--- config.mk ---
export PLATFORM = sky130hd
export DESIGN_NAME = pwm_multimode
export DESIGN_NICKNAME = d
export VERILOG_FILES = /design/src/rtl/pwm_mm_pkg.sv /design/src/rtl/pwm_std_gen.sv /design/src/rtl/pwm_fast_gen.sv /design/src/rtl/pwm_var_gen.sv /design/src/rtl/pwm_multimode.sv
export SDC_FILE = /design/constraint.sdc
export NUM_CORES = 1
export LEC_CHECK = 0
export BUFFER_PORTS_ARGS = -buffer_cell sky130_fd_sc_hd__buf_2
export CAP_MARGIN = 20
export CORE_ASPECT_RATIO = 1.1
export CORE_MARGIN = 4
export CORE_UTILIZATION = 25
export DETAILED_ROUTE_END_ITERATION = 8
export PLACE_DENSITY_LB_ADDON = 0.25
export REMOVE_ABC_BUFFERS = 1
export SETUP_SLACK_MARGIN = 0.2
export SLEW_MARGIN = 15
export SYNTH_ARGS = -nofsm -noshare
export SYNTH_HDL_FRONTEND = slang
export SYNTH_SLANG_ARGS = --single-unit
--- constraint.sdc ---
create_clock -name clk -period 2.4 [get_ports clk]
set_input_delay 0.72 -clock clk [delete_from_list [all_inputs] [get_ports clk]]
set_output_delay 0.72 -clock clk [all_outputs]
set_load 0.05 [all_outputs]
--- src/rtl/pwm_mm_pkg.sv ---
package pwm_mm_pkg;

    localparam int DUTY_BITS = 8;
    localparam int PER_BITS  = 13;

    typedef enum logic [1:0] {
        MD_IDLE = 2'd0,
        MD_STD  = 2'd1,
        MD_FAST = 2'd2,
        MD_VAR  = 2'd3
    } pwm_mode_e;

    typedef enum logic {
        PH_HIGH = 1'b0,
        PH_LOW  = 1'b1
    } var_phase_e;

    // True when a duty value requests a constant-high pulse-density output.
    function automatic logic duty_is_full(input logic [DUTY_BITS-1:0] d);
        return &d;
    endfunction

endpackage

--- src/rtl/pwm_std_gen.sv ---
module pwm_std_gen #(
    parameter int W = pwm_mm_pkg::DUTY_BITS
) (
    input  logic         clk,
    input  logic         rst,
    input  logic         en,
    input  logic [W-1:0] duty_in,
    output logic         level,
    output logic [W-1:0] cnt_o,
    output logic [W-1:0] duty_w_o
);
    logic [W-1:0] cnt;
    logic [W-1:0] duty_w;

    always_ff @(posedge clk) begin
        if (rst || !en) begin
            cnt    <= '0;
            duty_w <= duty_in;
            level  <= 1'b0;
        end else begin
            level <= (cnt < duty_w);
            cnt   <= cnt + 1'b1;
            if (&cnt) begin
                duty_w <= duty_in;
            end
        end
    end

    assign cnt_o    = cnt;
    assign duty_w_o = duty_w;
endmodule

--- src/rtl/pwm_fast_gen.sv ---
module pwm_fast_gen #(
    parameter int W = pwm_mm_pkg::DUTY_BITS
) (
    input  logic         clk,
    input  logic         rst,
    input  logic         en,
    input  logic [W-1:0] duty_in,
    output logic         level,
    output logic [W-1:0] duty_w_o
);
    logic [W-1:0] acc;
    logic [W-1:0] phase;
    logic [W-1:0] duty_w;
    logic [W:0]   sum;

    assign sum = {1'b0, acc} + {1'b0, duty_w};

    always_ff @(posedge clk) begin
        if (rst || !en) begin
            acc    <= '0;
            phase  <= '0;
            duty_w <= duty_in;
            level  <= 1'b0;
        end else begin
            level <= pwm_mm_pkg::duty_is_full(duty_w) | sum[W];
            phase <= phase + 1'b1;
            if (&phase) begin
                acc    <= '0;
                duty_w <= duty_in;
            end else begin
                acc <= sum[W-1:0];
            end
        end
    end

    assign duty_w_o = duty_w;
endmodule

--- src/rtl/pwm_var_gen.sv ---
module pwm_var_gen #(
    parameter int P = pwm_mm_pkg::PER_BITS
) (
    input  logic         clk,
    input  logic         rst,
    input  logic         en,
    input  logic [P-1:0] hi_in,
    input  logic [P-1:0] lo_in,
    output logic         level,
    output logic         in_hi_o,
    output logic [P-1:0] cnt_o,
    output logic [P-1:0] hi_w_o,
    output logic [P-1:0] lo_w_o
);
    import pwm_mm_pkg::*;

    var_phase_e   ph;
    logic [P-1:0] cnt;
    logic [P-1:0] hi_w;
    logic [P-1:0] lo_w;

    always_ff @(posedge clk) begin
        if (rst || !en) begin
            ph    <= PH_HIGH;
            cnt   <= '0;
            hi_w  <= hi_in;
            lo_w  <= lo_in;
            level <= 1'b0;
        end else begin
            level <= (ph == PH_HIGH);
            if (ph == PH_HIGH) begin
                if (cnt == hi_w) begin
                    cnt <= '0;
                    ph  <= PH_LOW;
                end else begin
                    cnt <= cnt + 1'b1;
                end
            end else begin
                if (cnt == lo_w) begin
                    cnt  <= '0;
                    ph   <= PH_HIGH;
                    hi_w <= hi_in;
                    lo_w <= lo_in;
                end else begin
                    cnt <= cnt + 1'b1;
                end
            end
        end
    end

    assign in_hi_o = (ph == PH_HIGH);
    assign cnt_o   = cnt;
    assign hi_w_o  = hi_w;
    assign lo_w_o  = lo_w;
endmodule

--- src/rtl/pwm_multimode.sv ---
module pwm_multimode #(
    parameter int DUTY_W = pwm_mm_pkg::DUTY_BITS,
    parameter int PER_W  = pwm_mm_pkg::PER_BITS
) (
    input  logic              clk,
    input  logic              rst,
    input  logic [1:0]        cfg_mode,
    input  logic [DUTY_W-1:0] cfg_duty,
    input  logic [PER_W-1:0]  cfg_hi_len,
    input  logic [PER_W-1:0]  cfg_lo_len,
    output logic              pwm_out
);
    import pwm_mm_pkg::*;

    localparam int NUM_GEN = 3;

    pwm_mode_e         mode_q;
    logic [NUM_GEN-1:0] lvl;

    logic [DUTY_W-1:0] std_cnt;
    logic [DUTY_W-1:0] std_duty_w;
    logic [DUTY_W-1:0] fast_duty_w;
    logic              var_in_hi;
    logic [PER_W-1:0]  var_cnt;
    logic [PER_W-1:0]  var_hi_w;
    logic [PER_W-1:0]  var_lo_w;

    always_ff @(posedge clk) begin
        if (rst) begin
            mode_q <= MD_IDLE;
        end else begin
            mode_q <= pwm_mode_e'(cfg_mode);
        end
    end

    pwm_std_gen #(.W(DUTY_W)) std_i (
        .clk      (clk),
        .rst      (rst),
        .en       (mode_q == MD_STD),
        .duty_in  (cfg_duty),
        .level    (lvl[0]),
        .cnt_o    (std_cnt),
        .duty_w_o (std_duty_w)
    );

    pwm_fast_gen #(.W(DUTY_W)) fast_i (
        .clk      (clk),
        .rst      (rst),
        .en       (mode_q == MD_FAST),
        .duty_in  (cfg_duty),
        .level    (lvl[1]),
        .duty_w_o (fast_duty_w)
    );

    pwm_var_gen #(.P(PER_W)) var_i (
        .clk     (clk),
        .rst     (rst),
        .en      (mode_q == MD_VAR),
        .hi_in   (cfg_hi_len),
        .lo_in   (cfg_lo_len),
        .level   (lvl[2]),
        .in_hi_o (var_in_hi),
        .cnt_o   (var_cnt),
        .hi_w_o  (var_hi_w),
        .lo_w_o  (var_lo_w)
    );

    // Only the enabled generator can hold a high level.
    assign pwm_out = |lvl;
endmodule

==> impl_metrics.tcl <==
set metrics [dict create \
    routed_via_density 4.136 \
    globalRouteMet3Util 0.03100 \
    drt_iter0_markers 106 \
    cts_tree "done" \
    cts_setup_buffers 0 \
    drtAntennaViolNets 0 \
    fin_ws_ns 0.4034 \
    clock_latency_ns 0.34 \
    fin_skew_ns 0.005510 \
    yosys.area_share.simple 0.1468 \
    synth_mux_area_frac 0 \
    area_delta_synth_final_pct 19.58 \
    antennaDiodeCount 0 \
    yosysWarnings 0 \
    holdBufCountCts 0 \
    path_max_fanout 1 \
    rrSetupSlack_ns 0.51 \
    synth.distinct_cells 41 \
    p_leak_nw 1.730 \
    path_cells "or3_1 > buf_2" \
    hpwl_um 5025 \
    status "finished clean" \
    start_util 0.2536 \
    critPathRequiredTime_ns 1.68 \
    worst-setup-path-type "flop to primary output" \
    synth-adder-area-share 0.06722 \
    fin_setup_tns_ns 0 \
    drv_cap 0 \
    crit_start "fast_i.level" \
    grt_first_pass_wirelength_um 11010 \
    setup_violations 0 \
    slew_headroom 0.5052 \
    grt_use_total 0.08812 \
    slowest_delay_ns 0.41 \
    wl_per_cell_um 12.10 \
    routed_wl_um 6679 \
    antenna_found_initial 0 \
    hold_violations 0 \
    rsz0062_at_grt "no" \
    yosys.area_share.xor_xnor 0.1176 \
    drive_gt1_frac 0.1750 \
    r2r_cells 5 \
    synth.ff_latch_count 85 \
    place_ws_ns 0.4663 \
    critical_path.endpoint "pwm_out" \
    crit_buf_inv 1 \
    die_h_um 134.7 \
    yosysSeqAreaShare 0.5816 \
    cts_buffers 9 \
    clk_pin_slew_worst_paths_ns 0.06 \
    synth_ff_type "dfxtp_1" \
    num_vias 2283 \
    fin_crit_sh 0.8319 \
    fp.dieW_um 123.2 \
    netlist.area_leader.share 0.3457 \
    grt_use_met2 0.1360 \
    peakVddDrop_uv 368.5 \
    core_area_um2 14390 \
    top_usage_layer "met2" \
    htreeDepth 3 \
    period_minus_slack_ns 1.997 \
    crit-reg2reg-capture "var_i.lo_w_o[4]" \
    first_pass_iters 6 \
    worst-path-stages 2 \
    gr-usage-met1 0.1059 \
    synth.most_common_cell "dfxtp_1" \
    slew_violations 0 \
    arrival_ns 1.28 \
    synth.cell_area_um2 3648 \
    overflow 0 \
    synth_top_family_by_area "simple AND/OR/NAND/NOR gates" \
    total_power_w 0.003164 \
    postSynthAreaPerCell_um2 11.81 \
    max_freq_mhz 500.9 \
    die_area_um2 16590 \
    power_density_nw_per_um2 725.3 \
    clock-sinks 85 \
    ctsResizeCount 0 \
    grt_pass1_vias 2304 \
    crit_family "simple AND/OR/NAND/NOR gates" \
    grt_start_max_net_pins 19 \
    synth-edff-count 42 \
    drc_errors 0 \
    synth_compound_area_frac 0.05796 \
    reg2reg_from "var_i.cnt_o[5]" \
    worst_setup_path_start_kind "flop" \
    synth_area_leader_cell "edfxtp_1" \
    end_kind "primary output" \
    ios 39 \
    ys_top_cells_by_area "edfxtp_1, dfxtp_1, xor2_1, ha_1, nor2_1" \
    max_slew.worst_pin.slew_ns 0.7406 \
    cts_root_buffer "clkbuf_16" \
    slowest_stage "or3_1" \
    syn_inst 309 \
    fin_nets 412 \
    io_buffer_count 38 \
    ys_top_cells_by_count "dfxtp_1, edfxtp_1, nor2_1" \
    hold_path_class "flop to flop" \
    place.gp.congestion 0.7737 \
    row_count 46 \
    async_flop_share 0 \
    cts_buffer_depth 2 \
]
## layout make-up
cell class,instances,area (µm²)
inverters,14,52.55
clock buffers,9,225.2
flip-flops and latches,85,2122
repair buffers,42,220.2
clock inverters,7,81.33
fillers,1509,10030
well taps,192,240.2
multi-input cells,203,1421
## layer usage
metal  wire length [µm]  part of all wire
met4                155             0.023
met5                  0                 0
met1               2976              0.45
met2               3126              0.47
met3                420             0.063
## cells in the final DEF, fill, tap and decap left out, types with 5 or more instances in the layout
| cell type | n |
|---|---|
| inv_1 | 14 |
| clkbuf_16 | 9 |
| o21ai_0 | 7 |
| buf_2 | 38 |
| ha_1 | 18 |
| xnor2_1 | 13 |
| nand2_1 | 11 |
| a21oi_1 | 7 |
| a21o_1 | 5 |
| xor2_1 | 36 |
| nand3_1 | 10 |
| edfxtp_1 | 42 |
| dfxtp_1 | 43 |
| nor2_1 | 38 |
| nand4_1 | 11 |
## kinds of logic after synthesis
family / after synthesis
simple gates: 102
xor+xnor: 49
buf+inv: 21
compound gates: 33
fa+ha+maj: 19
flops: 85
## power by group
part / switching, W / total [W] / leakage, nW / internal, W
clock network: 0.000600 / 0.00142 / 0.141 / 0.000820
registers: 0.0000260 / 0.00160 / 0.789 / 0.00158
logic: 0.0000720 / 0.000141 / 0.801 / 0.0000688
total: 0.000698 / 0.00316 / 1.73 / 0.00247
## state kept, by name, indices dropped and copies added (netlist names), 2 cells and up
signal	flops
var_i.lo_w_o	13
fast_i.phase	8
var_i.hi_w_o	13
fast_i.duty_w_o	8
fast_i.acc	8
std_i.cnt_o	8
mode_q	2
std_i.duty_w_o	8
var_i.cnt_o	13
## stage by stage
step	util	hold slack [ns]	instance area (µm²)	std cells
floorplan	-	0.4219	3596	302
global placement	0.2819	0.4515	4056	536
detailed placement	0.2819	0.4542	4056	536
CTS	0.3032	0.4749	4363	552
global route	0.3032	0.4921	4363	552
finish	0.3032	0.4694	4363	552
## how the worst min path moves through the flow
| stage | start | endpoint | slack (ns) | cells past startpoint |
|---|---|---|---|---|
| finish | fast_i.phase[0] | fast_i.phase[0] | 0.47 | 1 |
| global placement | fast_i.phase[0] | fast_i.phase[0] | 0.45 | 1 |
| CTS | var_i.ph | var_i.level | 0.47 | 1 |
| floorplan | var_i.ph | var_i.level | 0.42 | 1 |
| detailed placement | var_i.ph | var_i.level | 0.45 | 1 |
| global route | var_i.ph | var_i.level | 0.49 | 1 |
Note: power is estimated with default switching activity, not from simulation.
